===== src/rtl/cmt_pkg.sv =====
`timescale 1ns/1ps
package cmt_pkg;

  // register index inside one channel window
  typedef enum logic [1:0] {
    REG_CTRL  = 2'd0,
    REG_COUNT = 2'd1,
    REG_LIMIT = 2'd2
  } cmt_reg_e;

  // write request routed from the decoder to one channel
  typedef struct packed {
    logic        ctrl_we;
    logic        count_we;
    logic        limit_we;
    logic [31:0] wdata;
  } cmt_wreq_t;

endpackage


===== src/rtl/cmt_prescaler.sv =====
`timescale 1ns/1ps
module cmt_prescaler #(
  parameter int BASE_LOG2 = 3,
  parameter int SEL_W     = 2,
  localparam int PW       = BASE_LOG2 + 2 * ((1 << SEL_W) - 1)
) (
  input  logic             clk,
  input  logic             rst,
  input  logic             run,
  input  logic [SEL_W-1:0] sel,
  output logic             tick
);

  logic [PW-1:0] div_q;
  logic [PW-1:0] last;

  // ratio = 2^(BASE_LOG2 + 2*sel)
  always_comb last = PW'((32'd1 << (BASE_LOG2 + 2 * int'(sel))) - 32'd1);

  assign tick = run && (div_q == last);

  always_ff @(posedge clk) begin
    if (rst || !run || tick) div_q <= '0;
    else                     div_q <= div_q + 1'b1;
  end

  AST_TICK_GAP: assert property (@(posedge clk) disable iff (rst)
    tick |=> !tick);

endmodule


===== src/rtl/cmt_decode.sv =====
`timescale 1ns/1ps
module cmt_decode import cmt_pkg::*; #(
  parameter bit WIDE32 = 1'b1,
  parameter int NCH    = 2,
  parameter int ADDR_W = 6
) (
  input  logic [ADDR_W-1:0] addr,
  output logic              start_hit,
  output logic [NCH-1:0]    ctrl_hit,
  output logic [NCH-1:0]    count_hit,
  output logic [NCH-1:0]    limit_hit
);

  localparam int STEP   = WIDE32 ? 4 : 2;
  localparam int STRIDE = 3 * STEP;

  assign start_hit = (addr == '0);

  for (genvar c = 0; c < NCH; c++) begin : g_ch
    localparam int BASE = STEP + c * STRIDE;
    assign ctrl_hit[c]  = (addr == ADDR_W'(BASE + int'(REG_CTRL)  * STEP));
    assign count_hit[c] = (addr == ADDR_W'(BASE + int'(REG_COUNT) * STEP));
    assign limit_hit[c] = (addr == ADDR_W'(BASE + int'(REG_LIMIT) * STEP));
  end

endmodule


===== src/rtl/cmt_channel.sv =====
`timescale 1ns/1ps
module cmt_channel import cmt_pkg::*; #(
  parameter bit WIDE32    = 1'b1,
  parameter int BASE_LOG2 = 3,
  localparam int CW       = WIDE32 ? 32 : 16
) (
  input  logic          clk,
  input  logic          rst,
  input  logic          run,
  input  cmt_wreq_t     wreq,
  output logic [15:0]   ctrl,
  output logic [CW-1:0] count,
  output logic [CW-1:0] limit,
  output logic          irq
);

  localparam int FLAG_POS = WIDE32 ? 15 : 7;
  localparam int WRAP_POS = 14;
  localparam int IE_POS   = WIDE32 ? 5 : 6;
  localparam int PER_POS  = 8;
  localparam logic [15:0] STICKY = WIDE32 ? 16'hC000 : 16'h0080;

  logic          tick;
  logic          at_limit;
  logic          periodic;
  logic          match_ev;
  logic          wrap_ev;
  logic [15:0]   set_vec;
  logic [15:0]   ctrl_d;
  logic [CW-1:0] count_d;
  logic [CW-1:0] limit_d;
  logic          irq_d;

  cmt_prescaler #(.BASE_LOG2(BASE_LOG2), .SEL_W(2)) u_pre (
    .clk  (clk),
    .rst  (rst),
    .run  (run),
    .sel  (ctrl[1:0]),
    .tick (tick)
  );

  if (CW < 32) begin : g_narrow
    logic unused_hi;
    assign unused_hi = ^wreq.wdata[31:CW];
  end

  assign at_limit = (count == limit);
  assign periodic = WIDE32 ? ctrl[PER_POS] : 1'b1;
  assign match_ev = tick && !wreq.count_we && at_limit;
  assign wrap_ev  = WIDE32 && tick && !wreq.count_we && (&count) && !(periodic && at_limit);

  always_comb begin
    set_vec = '0;
    set_vec[FLAG_POS] = match_ev;
    if (WIDE32) set_vec[WRAP_POS] = wrap_ev;

    ctrl_d = ctrl;
    if (wreq.ctrl_we)
      ctrl_d = (wreq.wdata[15:0] & ~STICKY) | (wreq.wdata[15:0] & ctrl & STICKY);
    ctrl_d = ctrl_d | set_vec;

    count_d = count;
    if (wreq.count_we)  count_d = wreq.wdata[CW-1:0];
    else if (tick)      count_d = (periodic && at_limit) ? '0 : count + 1'b1;

    limit_d = wreq.limit_we ? wreq.wdata[CW-1:0] : limit;
    irq_d   = ctrl_d[IE_POS] && (|(ctrl_d & STICKY));
  end

  always_ff @(posedge clk) begin
    if (rst) begin
      ctrl  <= '0;
      count <= '0;
      limit <= '0;
      irq   <= 1'b0;
    end else begin
      ctrl  <= ctrl_d;
      count <= count_d;
      limit <= limit_d;
      irq   <= irq_d;
    end
  end

  AST_HALT_HOLDS: assert property (@(posedge clk) disable iff (rst)
    (!run && !wreq.count_we) |=> $stable(count));

  AST_FLAG_STICKY: assert property (@(posedge clk) disable iff (rst)
    (ctrl[FLAG_POS] && !wreq.ctrl_we) |=> ctrl[FLAG_POS]);

  AST_IRQ_NEEDS_IE: assert property (@(posedge clk) disable iff (rst)
    irq |-> ctrl[IE_POS]);

  AST_PERIODIC_WRAP: assert property (@(posedge clk) disable iff (rst)
    (tick && periodic && at_limit && !wreq.count_we) |=> (count == '0 && ctrl[FLAG_POS]));

endmodule


===== src/rtl/cmt_timer_pair.sv =====
`timescale 1ns/1ps
module cmt_timer_pair import cmt_pkg::*; #(
  parameter bit WIDE32    = 1'b1,
  parameter int NCH       = 2,
  parameter int ADDR_W    = 6,
  parameter int BASE_LOG2 = 3,
  localparam int CW       = WIDE32 ? 32 : 16
) (
  input  logic              clk,
  input  logic              rst,
  input  logic              wr_en,
  input  logic              rd_en,
  input  logic [ADDR_W-1:0] addr,
  input  logic [31:0]       wr_data,
  output logic [31:0]       rd_data,
  output logic [NCH-1:0]    irq
);

  logic           start_hit;
  logic [NCH-1:0] ctrl_hit;
  logic [NCH-1:0] count_hit;
  logic [NCH-1:0] limit_hit;
  logic [NCH-1:0] run_q;
  logic [15:0]    ctrl_v  [NCH];
  logic [CW-1:0]  count_v [NCH];
  logic [CW-1:0]  limit_v [NCH];
  logic [31:0]    rd_mux;

  cmt_decode #(.WIDE32(WIDE32), .NCH(NCH), .ADDR_W(ADDR_W)) u_dec (
    .addr      (addr),
    .start_hit (start_hit),
    .ctrl_hit  (ctrl_hit),
    .count_hit (count_hit),
    .limit_hit (limit_hit)
  );

  // shared run register, one bit per channel
  always_ff @(posedge clk) begin
    if (rst)                     run_q <= '0;
    else if (wr_en && start_hit) run_q <= wr_data[NCH-1:0];
  end

  for (genvar c = 0; c < NCH; c++) begin : g_chan
    cmt_wreq_t wreq_c;
    assign wreq_c = '{ctrl_we:  wr_en && ctrl_hit[c],
                      count_we: wr_en && count_hit[c],
                      limit_we: wr_en && limit_hit[c],
                      wdata:    wr_data};

    cmt_channel #(.WIDE32(WIDE32), .BASE_LOG2(BASE_LOG2)) u_ch (
      .clk   (clk),
      .rst   (rst),
      .run   (run_q[c]),
      .wreq  (wreq_c),
      .ctrl  (ctrl_v[c]),
      .count (count_v[c]),
      .limit (limit_v[c]),
      .irq   (irq[c])
    );
  end

  always_comb begin
    rd_mux = '0;
    if (start_hit) rd_mux = 32'(run_q);
    for (int c = 0; c < NCH; c++) begin
      if (ctrl_hit[c])  rd_mux = 32'(ctrl_v[c]);
      if (count_hit[c]) rd_mux = 32'(count_v[c]);
      if (limit_hit[c]) rd_mux = 32'(limit_v[c]);
    end
  end

  always_ff @(posedge clk) begin
    if (rst)        rd_data <= '0;
    else if (rd_en) rd_data <= rd_mux;
  end

endmodule


===== config.mk =====
export PLATFORM = sky130hd
export DESIGN_NAME = cmt_timer_pair
export DESIGN_NICKNAME = d
export VERILOG_FILES = /design/src/rtl/cmt_pkg.sv /design/src/rtl/cmt_prescaler.sv /design/src/rtl/cmt_decode.sv /design/src/rtl/cmt_channel.sv /design/src/rtl/cmt_timer_pair.sv
export SDC_FILE = /design/constraint.sdc
export NUM_CORES = 1
export LEC_CHECK = 0
export ABC_CLOCK_PERIOD_IN_PS = 4500
export BUFFER_PORTS_ARGS = -buffer_cell sky130_fd_sc_hd__buf_2
export CAP_MARGIN = 20
export CORE_MARGIN = 4
export CORE_UTILIZATION = 44
export DETAILED_ROUTE_END_ITERATION = 16
export GPL_ROUTABILITY_DRIVEN = 0
export PLACE_DENSITY = 0.65
export SYNTH_ARGS = -nofsm -noshare
export SYNTH_HDL_FRONTEND = slang
export SYNTH_HIERARCHICAL = 1
export SYNTH_SLANG_ARGS = --single-unit
export TNS_END_PERCENT = 10

===== constraint.sdc =====
create_clock -name clk -period 4.5 [get_ports clk]
set_input_delay 0.45 -clock clk [delete_from_list [all_inputs] [get_ports clk]]
set_output_delay 0.45 -clock clk [all_outputs]
set_load 0.05 [all_outputs]

After elaboration in Yosys (flattened, before gate mapping). Cells that the tools add are included.

Reductions and logical operators: 38. Equal/unequal tests: 10. $add $sub $neg: 8. Shift operators: 2. Mux-type cells: 15. Bitwise operators: 6.

Operators by type and width (number): 32-bit two-way mux (12); 32-bit by 1-bit adder with 32-bit output, second input constant (2); 32-bit == test (2); 32-bit AND reduction (2); 16-bit AND (2); 16-bit two-way mux (2); 14-bit by 16-bit OR with 16-bit output (2); 16-bit OR (2); 1-bit logical AND (21); 9-bit by 1-bit adder with 9-bit output, second input constant (2); 6-bit by 5-bit == test with 1-bit output, second input constant (3); 9-bit == test (2); 1-bit by 4-bit left shift with 9-bit output, first input constant (2); 9-bit by 1-bit subtractor with 9-bit output, second input constant (2); 6-bit by 4-bit == test with 1-bit output, second input constant (2); 2-bit by 3-bit adder with 4-bit output, first input constant (2); 6-bit by 3-bit == test with 1-bit output, second input constant (1); 1-bit zero test (6); 6-bit zero test (1); 1-bit logical OR (4); 2-bit nonzero test (2); 2-bit OR reduction (2); 2-bit two-way mux (1).

Output and inout port bits: 34. Input port bits: 42. Logic and storage cells: 91. Flip-flop bits (word level): 214.

Depth between registers and ports, before layout. Gate-level depths: netlist of the first run.

Word-level depth: 11. Mapped depth: 12. Depth with buffers taken out: 9.

Modules after synthesis. The synthesis of the first run kept the hierarchy.

By module, submodules not included: cmt_channel (cells an instance 484, seq. area each 1621.6 um2, times used 2, area each 4317.9 um2); cmt_timer_pair (cells an instance 283, seq. area each 680.7 um2, times used 1, area each 2238.4 um2); cmt_prescaler (cells an instance 58, seq. area each 180.2 um2, times used 2, area each 515.5 um2); cmt_decode (cells an instance 11, seq. area each 0.0 um2, times used 1, area each 82.6 um2).

Worst setup path before layout of the first run. No wires, ideal clock.

Kind: input -> register. Start: input port addr[1]. End: register g_chan[1].u_ch.limit[10]. Data arrival time: 2.760 ns. Required time: 4.372 ns. Library setup time: 0.128 ns. Path slack: 1.612 ns. Stages: 9. Path buffers: 4. Cells stage by stage: or3b_1 nor2_1 clkbuf_1 clkbuf_1 and2_1 clkbuf_1 buf_1 mux2i_1 nor2_1.

RTL lines: start, declared (RTL line cmt_timer_pair.sv:13) `input logic [ADDR_W-1:0] addr,`; end signal, assigned (RTL line cmt_channel.sv:79) `limit <= limit_d;`; end, declared (RTL line cmt_channel.sv:13) `output logic [CW-1:0] limit,`.

==> impl_metrics.prom, run 1 <==
# TYPE chip_impl_metric gauge
chip_impl_info{name="status",value="complete, no violations"} 1
chip_impl_metric{name="internal_power",unit="mW"} 3.354
chip_impl_metric{name="setup_viol_count_final",unit=""} 0
chip_impl_info{name="post-synth-top-area-cell",value="dfxtp_1"} 1
chip_impl_metric{name="cts.reportedPaths.clkPinSlew",unit="ps"} 60
chip_impl_metric{name="power.static_leakage",unit="nW"} 5.169
chip_impl_metric{name="cts_setup_buffers",unit=""} 0
chip_impl_metric{name="num_rows",unit=""} 60
chip_impl_info{name="routed.top_layer",value="met4"} 1
chip_impl_metric{name="met2_length",unit="um"} 17200
chip_impl_info{name="worstSetupStartpointType",value="input pin"} 1
chip_impl_metric{name="cts.htree.levels",unit=""} 1
chip_impl_metric{name="fraction_of_power_consumed_by_combinational_cells",unit=""} 0.084
chip_impl_metric{name="fin_nets",unit=""} 1443
chip_impl_metric{name="final.min_clock_period",unit="ps"} 2992
chip_impl_metric{name="synth_warn",unit=""} 6
chip_impl_metric{name="core_area",unit="sq um"} 26880
chip_impl_metric{name="power-per-cell-area",unit="nW/um^2"} 335.1
chip_impl_metric{name="final.setup_skew",unit="ps"} 8.943
chip_impl_metric{name="crit_arrival",unit="ps"} 3400
chip_impl_metric{name="dp.final_hpwl",unit="um"} 26870
chip_impl_metric{name="final_layout_size_suffix_gt1_frac",unit=""} 0.1330
chip_impl_info{name="crit_slowest_cell",value="and2_1"} 1
chip_impl_metric{name="first_iter_violations",unit=""} 1250
chip_impl_metric{name="route.met3.wl",unit="um"} 2631
chip_impl_metric{name="cts_resized",unit=""} 0
chip_impl_metric{name="chipHeight",unit="um"} 173.1
chip_impl_metric{name="dr.pass1.iters",unit=""} 5
chip_impl_metric{name="max_cap_viol_count",unit=""} 0
chip_impl_metric{name="ctsHoldBuffers",unit=""} 0
chip_impl_metric{name="grt_first_pass_wirelength",unit="um"} 58860
chip_impl_metric{name="die_area",unit="sq um"} 29950
chip_impl_metric{name="tightest_slew",unit="ps"} 1125
chip_impl_metric{name="reg2reg_setup_slack",unit="ps"} 1660
chip_impl_metric{name="count_of_input_and_output_buffers",unit=""} 75
chip_impl_info{name="r2r-end",value="g_chan[1].u_ch/count[28]"} 1
chip_impl_info{name="min_path_type",value="in -> reg"} 1
chip_impl_info{name="yosys.cell_count.top_type",value="dfxtp_1"} 1
chip_impl_metric{name="finalPower",unit="mW"} 4.437
chip_impl_metric{name="yosys.area.top_type_share",unit=""} 0.3574
chip_impl_metric{name="path_max_fanout",unit=""} 31
chip_impl_metric{name="synth.lib_cells_used.distinct",unit=""} 73
chip_impl_metric{name="antenna_violations_before_repair",unit=""} 0
chip_impl_metric{name="synth-seq-cells",unit=""} 214
chip_impl_metric{name="detail-route-antenna-nets",unit=""} 0
chip_impl_metric{name="finalWorstSetupSlack",unit="ps"} 1508
chip_impl_metric{name="cts_made_buffers",unit=""} 24
chip_impl_metric{name="routed_wl",unit="um"} 38070
chip_impl_metric{name="synth_sequential_area_ratio",unit=""} 0.3574
chip_impl_info{name="synth.area.top_cells",value="dfxtp_1, mux2i_1, xor2_1, nor2_1, nand2_1"} 1
chip_impl_metric{name="synth_area_per_cell",unit="sq um"} 8.699
chip_impl_info{name="synthFlopType",value="dfxtp_1"} 1
chip_impl_info{name="critical_path_class",value="in -> reg"} 1
chip_impl_metric{name="tns",unit="ps"} 0
chip_impl_metric{name="numClockSinks",unit=""} 214
chip_impl_metric{name="ctsLongestPathBuffers",unit=""} 3
chip_impl_metric{name="post_route_drc",unit=""} 0
chip_impl_metric{name="insertedDiodeCount",unit=""} 0
chip_impl_info{name="crit_chain",value="buf_2, or3b_1, nor4_1, and2_1, inv_1, o21a_1, nand2_1, nor2_1, a211o_1"} 1
chip_impl_metric{name="die_w",unit="um"} 173.1
chip_impl_metric{name="cp_peak_stage_delay",unit="ps"} 600
chip_impl_metric{name="number_of_global_route_vias_before_repair",unit=""} 9937
chip_impl_metric{name="via_per_inst",unit=""} 6.072
chip_impl_metric{name="final_period_utilization",unit=""} 0.6648
chip_impl_metric{name="sw_frac_of_total",unit=""} 0.2441
chip_impl_metric{name="worst_hold_path.num_cells",unit=""} 3
chip_impl_metric{name="dr_wl_cell",unit="um"} 21.69
chip_impl_info{name="rr_startpoint",value="g_chan[1].u_ch/count[30]"} 1
chip_impl_metric{name="syn-cell-area",unit="sq um"} 11990
chip_impl_metric{name="post-route-cell-area",unit="sq um"} 13240
chip_impl_metric{name="clock_network_fraction_of_design_power",unit=""} 0.472
chip_impl_metric{name="m1WireLength",unit="um"} 17240
chip_impl_info{name="root_buffer",value="clkbuf_16"} 1
chip_impl_metric{name="hold_viol",unit=""} 0
chip_impl_metric{name="syn-instance-count",unit=""} 1378
chip_impl_metric{name="synth.net_count",unit=""} 1424
chip_impl_info{name="hold_path_startpoint",value="wr_data[20]"} 1
chip_impl_metric{name="place_worst_setup_slack",unit="ps"} 995.1
chip_impl_info{name="crit_path_end_kind",value="flop"} 1
chip_impl_metric{name="worst-r2r-cell-count",unit=""} 6
chip_impl_metric{name="detailed_place.area",unit="sq um"} 12380
chip_impl_metric{name="power.sequential.fraction",unit=""} 0.444
chip_impl_metric{name="slew-limit-headroom",unit=""} 0.2498
chip_impl_metric{name="grt_start_max_net_pins",unit=""} 72
chip_impl_metric{name="synth_edf_count",unit=""} 0
chip_impl_metric{name="detailroute.via_count",unit=""} 10660
chip_impl_metric{name="max_transition_viols_final",unit=""} 0
chip_impl_metric{name="initial_core_util",unit=""} 0.4460
chip_impl_metric{name="flow.area_growth_from_synthesis",unit="%"} 10.45
chip_impl_info{name="unrepaired_setup_endpoints_after_global_routing",value="false"} 1
chip_impl_metric{name="cp.required",unit="ps"} 4910
chip_impl_metric{name="async_flop_share",unit=""} 0
chip_impl_metric{name="timing.fmax",unit="MHz"} 334.3
chip_impl_metric{name="skew_pair_late_insertion_delay",unit="ps"} 520
chip_impl_metric{name="grt.total_usage",unit=""} 0.2414
chip_impl_info{name="clock_tree_from_tritoncts",value="built"} 1
chip_impl_info{name="hold_path_end",value="g_chan[0].u_ch/count[20]"} 1
chip_impl_metric{name="ioPinCount",unit=""} 76
chip_impl_info{name="synthTopCellsByCount",value="dfxtp_1, nor2_1, nand2_1"} 1
chip_impl_metric{name="overflow",unit=""} 0
chip_impl_metric{name="worst_ir_drop_vdd",unit="mV"} 0.2924
chip_impl_metric{name="switch_pwr",unit="mW"} 1.083
==> metal layers <==
| layer | track usage | up-vias |
|---|---|---|
| li1 | - | 5005 |
| met1 | 0.3415 | 5183 |
| met2 | 0.3861 | 408 |
| met3 | 0.03673 | 61 |
| met4 | 0.06418 | 0 |
| met5 | 0 | - |
==> power by group through the flow <==
stage               sequential, mW  clock [mW]  combinational, mW
global route                  1.97        2.20              0.397
finish                        1.97        2.09              0.373
detailed placement            2.01           0              0.364
floorplan                     2.02           0              0.220
global placement              2.01           0              0.361
CTS                           1.97        2.12              0.366
==> stage by stage <==
| stage | hold WS (ps) | instances | utilization |
|---|---|---|---|
| finish | 253.0 | 1755 | 0.4926 |
| global route | 238.3 | 1755 | 0.4926 |
| CTS | 227.6 | 1754 | 0.4919 |
| detailed placement | 443.7 | 1711 | 0.4605 |
| global placement | 438.0 | 1710 | 0.4602 |
| floorplan | 432.9 | 1378 | - |
==> registers in the layout (all words and copies together), names as in the netlist <==
name and cells:
g_chan.u_ch/limit 64, rd_data 32, g_chan.u_ch/u_pre/div_q 18, run_q 2
g_chan.u_ch/count 64, g_chan.u_ch/irq 2, g_chan.u_ch/ctrl 32
==> how the worst max path moves through the flow <==
stage                 start                       end  slack (ps)  cells after the start
floorplan           addr[1]  g_chan[1].u_ch/limit[10]        1610                      9
global placement    addr[1]  g_chan[0].u_ch/count[26]        1060                      9
detailed placement  addr[1]  g_chan[0].u_ch/count[28]        1000                      9
CTS                 addr[1]  g_chan[0].u_ch/count[28]        1530                      9
global route        addr[1]  g_chan[0].u_ch/count[28]        1310                      9
finish              addr[1]  g_chan[0].u_ch/count[26]        1510                      9
==> cells by family (layout without fill, tap and decap cells) <==
group                      Yosys count  after routing  share of synthesized area
AOI/OAI and AO/OA                  286            286                     0.1726
xor gates and xnor gates           126            126                    0.09331
and+or+nand+nor                    531            531                     0.2405
DFF                                214            214                     0.3574
adders and majority gates            4              4                   0.004175
buffers and inverters              123            159                    0.05354
muxes                               94             94                    0.07849
==> worst max-delay path: cells and delay by family <==
kind | cells | cell delay [ps]
buf+inv | 2 | 710
simple gates | 5 | 1590
compound gates | 2 | 620
==> area by class of cell <==
cell class,count,area (sq um)
fill,2582,13640
multi-input combinational,1041,7081
sequential,214,4284
clock buffer,38,744.5
timing repair buffer,91,510.5
tap,341,426.7
clock inverter,5,100.1
inverter,25,93.84
==> layout by cell type, fill, tap and decap left out, drive strengths merged, types with 14 or more instances in the layout <==
master / instances
a31oi: 16
xor2: 90
and2: 22
nor2: 166
nand4: 34
a221oi: 36
xnor2: 36
o21bai: 14
dfxtp: 214
nand2: 125
nor3: 25
clkbuf: 38
a21oi: 50
and3: 29
nor4: 28
o21ai: 52
buf: 91
nand3: 40
o22ai: 20
a211o: 20
a22o: 14
inv: 23
mux2i: 94
and4: 20
Power figures use the tool's default switching activity.
==> run 2, diff against run 1 <==
--- a/config.mk
+++ b/config.mk
@@ -5,7 +5,7 @@
 export SDC_FILE = /design/constraint.sdc
 export NUM_CORES = 1
 export LEC_CHECK = 0
-export ABC_CLOCK_PERIOD_IN_PS = 4500
+export ABC_CLOCK_PERIOD_IN_PS = 3100
 export BUFFER_PORTS_ARGS = -buffer_cell sky130_fd_sc_hd__buf_2
 export CAP_MARGIN = 20
 export CORE_MARGIN = 4
==> constraint.sdc (replaced) <==
create_clock -name clk -period 3.1 [get_ports clk]
set_input_delay 0.31 -clock clk [delete_from_list [all_inputs] [get_ports clk]]
set_output_delay 0.31 -clock clk [all_outputs]
set_load 0.05 [all_outputs]
==> run 2 against run 1 <==
Sequential share of layout area fell by 0.39 points; sequential power rose by 45%; global-route usage is essentially flat.
==> impl_metrics.prom, run 2 (same netlist as run 1, synthesis figures left out) <==
# TYPE chip_impl_metric gauge
chip_impl_info{name="status",value="complete, no violations"} 1
chip_impl_metric{name="ctsLongestPathBuffers",unit=""} 3
chip_impl_metric{name="critical_path.n_buffers_inverters",unit=""} 0
chip_impl_metric{name="power-per-cell-area",unit="nW/um^2"} 467.1
chip_impl_metric{name="cts_resized",unit=""} 0
chip_impl_info{name="final_common_cell",value="dfxtp_1"} 1
chip_impl_info{name="root_buffer",value="clkbuf_16"} 1
chip_impl_metric{name="detailed_place.area",unit="sq um"} 12610
chip_impl_info{name="reg.largest.list",value="g_chan.u_ch/count: 64 flops, g_chan.u_ch/limit: 64 flops"} 1
chip_impl_info{name="most-common-layout-cells",value="dfxtp_1, nor2_1, nand2_1, mux2i_1, xor2_1"} 1
chip_impl_info{name="crit_slowest_cell",value="o31ai_4"} 1
chip_impl_metric{name="reg2reg_setup_slack",unit="ps"} 390
chip_impl_metric{name="worst-r2r-cell-count",unit=""} 6
chip_impl_metric{name="cp_peak_stage_delay",unit="ps"} 660
chip_impl_metric{name="dp.final_hpwl",unit="um"} 27580
chip_impl_metric{name="insertedDiodeCount",unit=""} 0
chip_impl_metric{name="grt.total_usage",unit=""} 0.2416
chip_impl_metric{name="final_layout_size_suffix_gt1_frac",unit=""} 0.1474
chip_impl_info{name="startpoint",value="g_chan[1].u_ch/count[30]"} 1
chip_impl_metric{name="power.static_leakage",unit="nW"} 5.278
chip_impl_info{name="unrepaired_setup_endpoints_after_global_routing",value="false"} 1
chip_impl_metric{name="initial_core_util",unit=""} 0.4460
chip_impl_metric{name="path_depth",unit=""} 6
chip_impl_metric{name="flow.area_growth_from_synthesis",unit="%"} 11.79
chip_impl_metric{name="routed_wl",unit="um"} 38100
chip_impl_info{name="crit_path_end_kind",value="flop"} 1
chip_impl_info{name="clock_tree_from_tritoncts",value="built"} 1
chip_impl_metric{name="post-route-cell-area",unit="sq um"} 13400
chip_impl_metric{name="count_of_input_and_output_buffers",unit=""} 75
chip_impl_metric{name="hold_viol",unit=""} 0
chip_impl_metric{name="first_iter_violations",unit=""} 1246
chip_impl_metric{name="finalWorstSetupSlack",unit="ps"} 392.7
chip_impl_metric{name="path_max_fanout",unit=""} 8
chip_impl_metric{name="timing.fmax",unit="MHz"} 369.4
chip_impl_info{name="crit_chain",value="xor2_1, nor4_2, nand4_1, o31ai_4, o21ai_1, and2_1"} 1
chip_impl_metric{name="grt_first_pass_wirelength",unit="um"} 58570
chip_impl_metric{name="cp.required",unit="ps"} 3520
chip_impl_info{name="last_element_of_the_critical_path",value="g_chan[1].u_ch/ctrl[14]"} 1
chip_impl_metric{name="tns",unit="ps"} 0
chip_impl_metric{name="timing.hold.ws",unit="ps"} 113.1
chip_impl_metric{name="post_route_drc",unit=""} 0
chip_impl_metric{name="final.setup_skew",unit="ps"} 14.22
chip_impl_metric{name="slew-limit-headroom",unit=""} 0.5359
chip_impl_metric{name="max_cap_viol_count",unit=""} 0
chip_impl_metric{name="cts_setup_buffers",unit=""} 0
chip_impl_info{name="critical_path_class",value="reg -> reg"} 1
chip_impl_metric{name="final_period_utilization",unit=""} 0.8733
chip_impl_info{name="r2r-end",value="g_chan[1].u_ch/ctrl[14]"} 1
chip_impl_metric{name="crit_arrival",unit="ps"} 3120
chip_impl_metric{name="number_of_global_route_vias_before_repair",unit=""} 9962
chip_impl_info{name="min_path_type",value="in -> reg"} 1
chip_impl_metric{name="dr.pass1.iters",unit=""} 5
chip_impl_metric{name="skew_pair_late_insertion_delay",unit="ps"} 530
chip_impl_metric{name="core_area",unit="sq um"} 26880
chip_impl_metric{name="grt_start_max_net_pins",unit=""} 85
chip_impl_metric{name="cts_made_buffers",unit=""} 25
chip_impl_metric{name="setup_viol_count_final",unit=""} 0
chip_impl_metric{name="max_transition_viols_final",unit=""} 0
chip_impl_metric{name="fin_nets",unit=""} 1470
chip_impl_info{name="rr_startpoint",value="g_chan[1].u_ch/count[30]"} 1
chip_impl_metric{name="final.min_clock_period",unit="ps"} 2707
chip_impl_metric{name="num_rows",unit=""} 60
chip_impl_info{name="critical_path.top_delay_family",value="simple AND/OR/NAND/NOR gates"} 1
chip_impl_metric{name="worst_ir_drop_vdd",unit="mV"} 0.4209
chip_impl_metric{name="chipHeight",unit="um"} 173.1
chip_impl_metric{name="detail-route-antenna-nets",unit=""} 0
chip_impl_metric{name="detailroute.via_count",unit=""} 10830
chip_impl_metric{name="tightest_slew",unit="ps"} 694.3
chip_impl_metric{name="cts.htree.levels",unit=""} 1
chip_impl_metric{name="via_per_inst",unit=""} 6.090
chip_impl_metric{name="antenna_violations_before_repair",unit=""} 0
chip_impl_metric{name="ioPinCount",unit=""} 76
chip_impl_metric{name="numClockSinks",unit=""} 214
chip_impl_metric{name="ctsHoldBuffers",unit=""} 0
chip_impl_metric{name="cts.reportedPaths.clkPinSlew",unit="ps"} 60
chip_impl_metric{name="dr_wl_cell",unit="um"} 21.42
chip_impl_metric{name="place_worst_setup_slack",unit="ps"} 347.1
chip_impl_info{name="worstSetupStartpointType",value="flop"} 1
chip_impl_metric{name="finalPower",unit="mW"} 6.261
chip_impl_metric{name="die_w",unit="um"} 173.1
chip_impl_metric{name="die_area",unit="sq um"} 29950
chip_impl_metric{name="overflow",unit=""} 0
## run 2: area by class of cell
cell class	instances	area, sq um
Sequential cell	214	4284
Tap cell	341	426.7
Clock buffer	37	730.7
Clock inverter	4	51.30
Inverter	25	93.84
Timing Repair Buffer	117	734.5
Multi-Input combinational cell	1041	7081
Fill cell	2545	13470
## run 2: worst reg2reg max path, cell delays in order, from the launching register on
cell	delay, ps
dfxtp_1	460
xor2_1	210
nor4_2	640
nand4_1	290
o31ai_4	660
o21ai_1	160
and2_1	180
## run 2: metrics by stage
step	instances	util
2_1_floorplan	1378	-
3_3_place_gp	1737	0.4691
3_5_place_dp	1737	0.4691
4_1_cts	1778	0.4982
5_1_grt	1779	0.4987
6_report	1779	0.4987
## run 2: power by group
group / internal [mW] / switching, mW
clock: 1.70 / 1.16
sequential: 2.79 / 0.0679
combinational: 0.197 / 0.352
## run 2: how the worst min path moves through the flow
stage	startpoint	end	slack, ps	cells after the start
finish	wr_data[20]	g_chan[1].u_ch/count[20]	110	3
global route	wr_data[20]	g_chan[0].u_ch/count[20]	110	3
CTS	wr_data[20]	g_chan[1].u_ch/count[20]	100	3
detailed placement	rd_data[24]	rd_data[24]	450	2
global placement	rd_data[24]	rd_data[24]	440	2
floorplan	g_chan[0].u_ch/u_pre/div_q[0]	g_chan[0].u_ch/u_pre/div_q[0]	430	1
## run 2: per-layer routing
layer | wire [um] | track usage | vias to the layer above | share of wire
met5 | 0 | 0 | - | 0
met4 | 1432 | 0.08946 | 0 | 0.038
met3 | 2784 | 0.03039 | 72 | 0.073
met2 | 16900 | 0.3756 | 460 | 0.44
met1 | 16990 | 0.3447 | 5258 | 0.45
li1 | - | - | 5044 | -
